`config.mk`:
```
export PLATFORM = sky130hd
export DESIGN_NAME = quad_phase_sequencer
export DESIGN_NICKNAME = d
export VERILOG_FILES = /design/src/rtl/qps_pkg.sv /design/src/rtl/qps_phase_ctrl.sv /design/src/rtl/qps_fetch_path.sv /design/src/rtl/quad_phase_sequencer.sv
export SDC_FILE = /design/constraint.sdc
export NUM_CORES = 1
export LEC_CHECK = 0
export BUFFER_PORTS_ARGS = -buffer_cell sky130_fd_sc_hd__clkbuf_2
export CORE_MARGIN = 5
export CORE_UTILIZATION = 48
export CTS_CLUSTER_DIAMETER = 150
export DETAILED_ROUTE_END_ITERATION = 10
export PLACE_DENSITY_LB_ADDON = 0.3
export SLEW_MARGIN = 25
export SYNTH_ARGS = -nofsm -noshare
export SYNTH_HDL_FRONTEND = slang
export SYNTH_HIERARCHICAL = 1
export SYNTH_SLANG_ARGS = --single-unit
```
`constraint.sdc`:
```
create_clock -name clk -period 1.9 [get_ports clk]
set_input_delay 0.19 -clock clk [delete_from_list [all_inputs] [get_ports clk]]
set_output_delay 0.19 -clock clk [all_outputs]
set_load 0.02 [all_outputs]
```
`src/rtl/qps_pkg.sv`:
```
package qps_pkg;
  localparam int NUM_PHASES = 4;
  localparam int PHASE_CNT_W = $clog2(NUM_PHASES);

  typedef struct packed {
    logic t1;
    logic t2;
    logic t3;
    logic t4;
  } phaseStrobes_t;
endpackage

```
`src/rtl/qps_phase_ctrl.sv`:
```
module qps_phase_ctrl
  import qps_pkg::*;
(
  input  logic          clk,
  input  logic          rst,
  output phaseStrobes_t strobes,
  output logic [NUM_PHASES-1:0] phaseVec
);
  logic [PHASE_CNT_W-1:0] phaseCnt;

  always_ff @(posedge clk) begin
    if (rst) phaseCnt <= '0;
    else     phaseCnt <= phaseCnt + 1'b1;
  end

  genvar gi;
  generate
    for (gi = 0; gi < NUM_PHASES; gi++) begin : g_decode
      assign phaseVec[gi] = (phaseCnt == PHASE_CNT_W'(gi));
    end
  endgenerate

  assign strobes.t1 = phaseVec[0];
  assign strobes.t2 = phaseVec[1];
  assign strobes.t3 = phaseVec[2];
  assign strobes.t4 = phaseVec[3];

  generate
    for (gi = 0; gi < NUM_PHASES; gi++) begin : g_order

      phase_order_chk: assert property (@(posedge clk) disable iff (rst)
        phaseVec[gi] |=> phaseVec[(gi + 1) % NUM_PHASES]);
    end
  endgenerate
endmodule

```
`src/rtl/qps_fetch_path.sv`:
```
module qps_fetch_path
  import qps_pkg::*;
#(
  parameter int PC_W    = 8,
  parameter int INSTR_W = 12
)(
  input  logic               clk,
  input  logic               rst,
  input  phaseStrobes_t      strobes,
  input  logic [INSTR_W-1:0] pmemData,
  input  logic               isBranch,
  input  logic [PC_W-1:0]    branchTarget,
  output logic [PC_W-1:0]    pmemAddr,
  output logic [INSTR_W-1:0] instrOut,
  output logic               execEn,
  output logic               bubble
);
  logic [PC_W-1:0]    pcReg;
  logic [INSTR_W-1:0] fetchBuf;
  logic [INSTR_W-1:0] irReg;
  logic               irValid;
  logic               takeBranch;

  assign takeBranch = strobes.t4 & irValid & isBranch;

  always_ff @(posedge clk) begin
    if (rst)             pcReg <= '0;
    else if (takeBranch) pcReg <= branchTarget;
    else if (strobes.t1) pcReg <= pcReg + 1'b1;
  end

  always_ff @(posedge clk) begin
    if (rst)             fetchBuf <= '0;
    else if (strobes.t1) fetchBuf <= pmemData;
  end

  always_ff @(posedge clk) begin
    if (rst) begin
      irReg   <= '0;
      irValid <= 1'b0;
    end else if (strobes.t4) begin
      irReg   <= fetchBuf;
      irValid <= ~takeBranch;
    end
  end

  assign pmemAddr = pcReg;
  assign instrOut = irReg;
  assign execEn   = strobes.t4 & irValid;
  assign bubble   = ~irValid;


  pc_hold_chk: assert property (@(posedge clk) disable iff (rst)
    (!strobes.t1 && !takeBranch) |=> $stable(pcReg));


  branch_redirect_chk: assert property (@(posedge clk) disable iff (rst)
    takeBranch |=> (pcReg == $past(branchTarget)) && bubble && strobes.t1);


  bubble_steady_chk: assert property (@(posedge clk) disable iff (rst)
    !strobes.t4 |=> $stable(bubble));


  exec_single_chk: assert property (@(posedge clk) disable iff (rst)
    execEn |=> !execEn && strobes.t1);
endmodule

```
`src/rtl/quad_phase_sequencer.sv`:
```
module quad_phase_sequencer
  import qps_pkg::*;
#(
  parameter int PC_W    = 8,
  parameter int INSTR_W = 12
)(
  input  logic               clk,
  input  logic               rst,
  output logic [PC_W-1:0]    pmemAddr,
  input  logic [INSTR_W-1:0] pmemData,
  input  logic               isBranch,
  input  logic [PC_W-1:0]    branchTarget,
  output logic [3:0]         phase,
  output logic [INSTR_W-1:0] instrOut,
  output logic               execEn,
  output logic               bubble
);
  phaseStrobes_t strobes;
  logic [NUM_PHASES-1:0] phaseVec;

  qps_phase_ctrl u_ctrl (
    .clk      (clk),
    .rst      (rst),
    .strobes  (strobes),
    .phaseVec (phaseVec)
  );

  qps_fetch_path #(.PC_W(PC_W), .INSTR_W(INSTR_W)) u_path (
    .clk          (clk),
    .rst          (rst),
    .strobes      (strobes),
    .pmemData     (pmemData),
    .isBranch     (isBranch),
    .branchTarget (branchTarget),
    .pmemAddr     (pmemAddr),
    .instrOut     (instrOut),
    .execEn       (execEn),
    .bubble       (bubble)
  );

  assign phase = phaseVec;
endmodule

```
; ---- Yosys cells after proc, flatten, opt, wreduce, memory -nomap -nowiden
; Index checks and enable logic that the tools add are counted.
[word_totals]
output_inout_bits = 26
mem_count = 0
inputBits = 23
mem_bits_rw = 0
elab_cells = 18
latchBits = 0
regBits = 35
romBits = 0
[classes]
bitwise = 4
order_cmp = 0
n_div = 0
muxes = 2
n_addsub = 2
n_shift = 0
eq_ne = 3
n_reduce_logical = 2
multipliers = 0
[ops]
columns = operator, n
row1 = $mux W8, 2
row2 = $add A8 B1 Y8 const B, 1
row3 = $eq A2 B2 Y1 const B, 2
row4 = $add A2 B1 Y2 const B, 1
row5 = $and A1 B1 Y1, 2
row6 = $eq A2 B1 Y1 const B, 1
row7 = $logic_not A2 Y1, 1
row8 = $not A1 Y1, 2
row9 = $reduce_bool A2 Y1, 1

; ---- Depth between registers and ports, before layout
[depth]
word_depth = 4
ltp_mapped = 7
mapped_depth_nobuf = 5

; ---- Modules after synthesis
; Netlist, hierarchy kept.
[modules_own_cells]
columns = mod, area_per_inst_um2, cells_per_inst, n_inst, seq_area_each_um2
row1 = qps_fetch_path, 1292.5, 129, 1, 660.6
row2 = qps_phase_ctrl, 137.6, 14, 1, 40.0

; ---- Least setup slack after synthesis
; No wires, ideal clock.
[synth_path]
path_type = flip-flop to flip-flop
start = reg u_ctrl.phaseCnt[0]
end = reg u_path.pcReg[7] (netlist: u_path/pmemAddr[7])
required_time_ps = 1826
arrival_time_ps = 1679
path_stages_with_launch = 8
path_slack_ps = 147
path_cell_list = dfxtp_1 inv_1 ha_1 buf_4 buf_4 nand4_4 or4_1 a31oi_1
[synth_rtl]
columns = element, line_no
row1 = start: declaration, qps_phase_ctrl.sv:9  ; logic [PHASE_CNT_W-1:0] phaseCnt;
row2 = start signal: assignment, qps_phase_ctrl.sv:13  ; else phaseCnt <= phaseCnt + 1'b1;
row3 = $logic_not A2 Y1, qps_phase_ctrl.sv:19  ; assign phaseVec[gi] = (phaseCnt == PHASE_CNT_W'(gi));
row4 = named net phase[0], quad_phase_sequencer.sv:13  ; output logic [3:0] phase,
row5 = $reduce_bool A2 Y1 (no source line), -
row6 = end signal: assignment, qps_fetch_path.sv:28  ; else if (takeBranch) pcReg <= branchTarget;
row7 = end signal: assignment, qps_fetch_path.sv:29  ; else if (strobes.t1) pcReg <= pcReg + 1'b1;
row8 = end: declaration, qps_fetch_path.sv:18  ; logic [PC_W-1:0] pcReg;
; The timed path passes the listed nets, and every way through them passes these cells.
; A chain may end at the register's enable or synchronous reset.

; ---- Worst setup path after layout
[layout_path]
start = reg u_ctrl.phaseCnt[0]
end = out phase[0]
[layout_via]
elab_chain_cells = 1
[layout_rtl]
columns = element, line_no
row1 = $logic_not A2 Y1, qps_phase_ctrl.sv:19
row2 = end: declaration, quad_phase_sequencer.sv:13
; Every way passes these cells.

==> metrics.yaml <==
area_growth_pct: 22.2
synth_cells: 141
first_pass_iters: 4
fin_crit_sh: 0.870
drt-wirelength-per-cell_um: 13.1
grt_usage: 0.150
path_cells: "inv_1, ha_1, buf_4, clkbuf_2"
vias: 1158
worst_slew_pin_slew_ns: 0.651
cts.sinks: 35
drive_above_1_share: 0.321
wl_um: 2890
clock_skew_ns: 0.00847
clk_pin_slew_ns: 0.12
cp.arrival_ns: 1.46
postPlaceCellArea_um2: 1670
ir_drop_v: 0.000633
final_cell_area_um2: 1730
cpMaxStageDelayCell: "dfxtp_1"
grt_max_degree: 36
portBuffers: 48
slew_viol_final: 0
avgSynthCellArea_um2: 10.0
drc: 0
rows: 19
diodes: 0
total_power_uw: 1430
finalSetupViolations: 0
r2r_cells: 5
synth_warnings: 6
rr_endpoint: "u_path/pmemAddr[7]"
cts-hold-fix-buffers: 0
rsz0062_at_grt: "no"
setup_ws_ns: 0.247
cp-startpoint: "u_ctrl/phaseCnt[0]"
grt_pass1_vias: 1122
rrSetupSlack_ns: 0.38
preCtsSetupSlack_ns: 0.398
fin_nets: 217
fmax_mhz: 605
startpoint_type: "flop"
die_h_um: 64.3
netlist_area_um2: 1420
tns_ns: 0
slew_headroom: 0.566
cts_resized: 0
antenna_found_initial: 0
cts_tree: "yes"
critical_path.endpoint: "phase[0]"
first_iter_violations: 63
final_cell_count_no_fill: 221
boundaryPins: 49
status: "completed"
clk_latency_ns: 0.34
grt-ovfl-total: 0
p_leak_uw: 0.000796
period_minus_slack_ns: 1.65
place_hpwl_um: 2200
coreArea_um2: 2780
place_congestion: 0.789
antenna_left: 0
cp_max_fo: 9
dp_cells: 213
hold_viol_final: 0
numCtsBuffers: 5
cp.required_ns: 1.71
hp-start: "pmemData[4]"
viasPerCell: 5.24
cts_htree_levels: 2
path_class: "reg2out"
cts_setup_buffers: 0
r2r-start: "u_ctrl/phaseCnt[0]"
initial_core_util: 0.509
grt_pass1_wl_um: 4890
clockBufferDepth: 2
pwr_density_cell_nw_per_um2: 827
cts_root_buffer: "clkbuf_4"
synth_fp_nets: 169
die_area_um2: 4130
slowest_delay_ns: 0.35
crit_path_end_kind: "output pin"
drv_cap: 0
hold_path.class: "in2reg"
dieWidth_um: 64.3
## placed cells by master (no fill, tap or decap), types with 2 or more instances in the layout
cell type	instances
clkinv_4	2
or3_1	2
inv_1	3
nand4_1	2
nand2_1	3
dfxtp_1	35
clkbuf_2	48
xor2_1	3
buf_4	4
a211oi_1	5
ha_1	5
o21ai_0	3
a311oi_1	2
mux2i_1	25
clkbuf_4	5
nor2_1	33
## worst min path at each step
stage | to | slack [ns] | cells after the start
finish | u_path/fetchBuf[4] | 0.08 | 3
CTS | u_path/fetchBuf[4] | 0.06 | 3
global placement | u_path/fetchBuf[6] | 0.43 | 3
global route | u_path/fetchBuf[9] | 0.07 | 3
floorplan | u_ctrl/phaseCnt[1] | 0.26 | 1
detailed placement | u_path/fetchBuf[4] | 0.44 | 3
## registers in the layout (all words and copies together), names as in the netlist
signal,flops
u_path/fetchBuf,12
u_path/instrOut,12
u_ctrl/phaseCnt,2
u_path/irValid,1
u_path/pmemAddr,8
## metrics by stage
| step | hold WS [ns] | utilization |
|---|---|---|
| 5_1_grt | 0.0690 | 0.622 |
| 6_report | 0.0816 | 0.622 |
| 3_5_place_dp | 0.436 | 0.599 |
| 2_1_floorplan | 0.262 | - |
| 3_3_place_gp | 0.427 | 0.599 |
| 4_1_cts | 0.0562 | 0.622 |
## power by group
group | internal, µW | switching (µW) | leakage (µW)
clock network | 148 | 261 | 0.0000314
logic | 97.7 | 117 | 0.000479
registers | 774 | 32.3 | 0.000286
total | 1020 | 411 | 0.000796
## worst max-delay path, delay by kind of cell, from the launching register on
family	cells	cell delay, ns
flip-flops	1	0.35
buffers and inverters	3	0.54
adder cells (fa/ha/maj)	1	0.25
## layer usage
layer,track usage,vias up,part of all wire
met2,0.255,34,0.50
met4,0.0840,0,0.0055
met1,0.161,544,0.42
met5,0,-,0
met3,0.0508,2,0.073
li1,-,578,-
## cell type report
class                   count  area, µm²
inverters                   3       11.3
repair buffers             52        270
flip-flops and latches     35        701
well taps                  31       38.8
clock buffers               5       37.5
fillers                   253       1050
clock inverters             3       25.0
multi-input cells          92        646
Note: power is estimated with default switching activity, not from simulation.
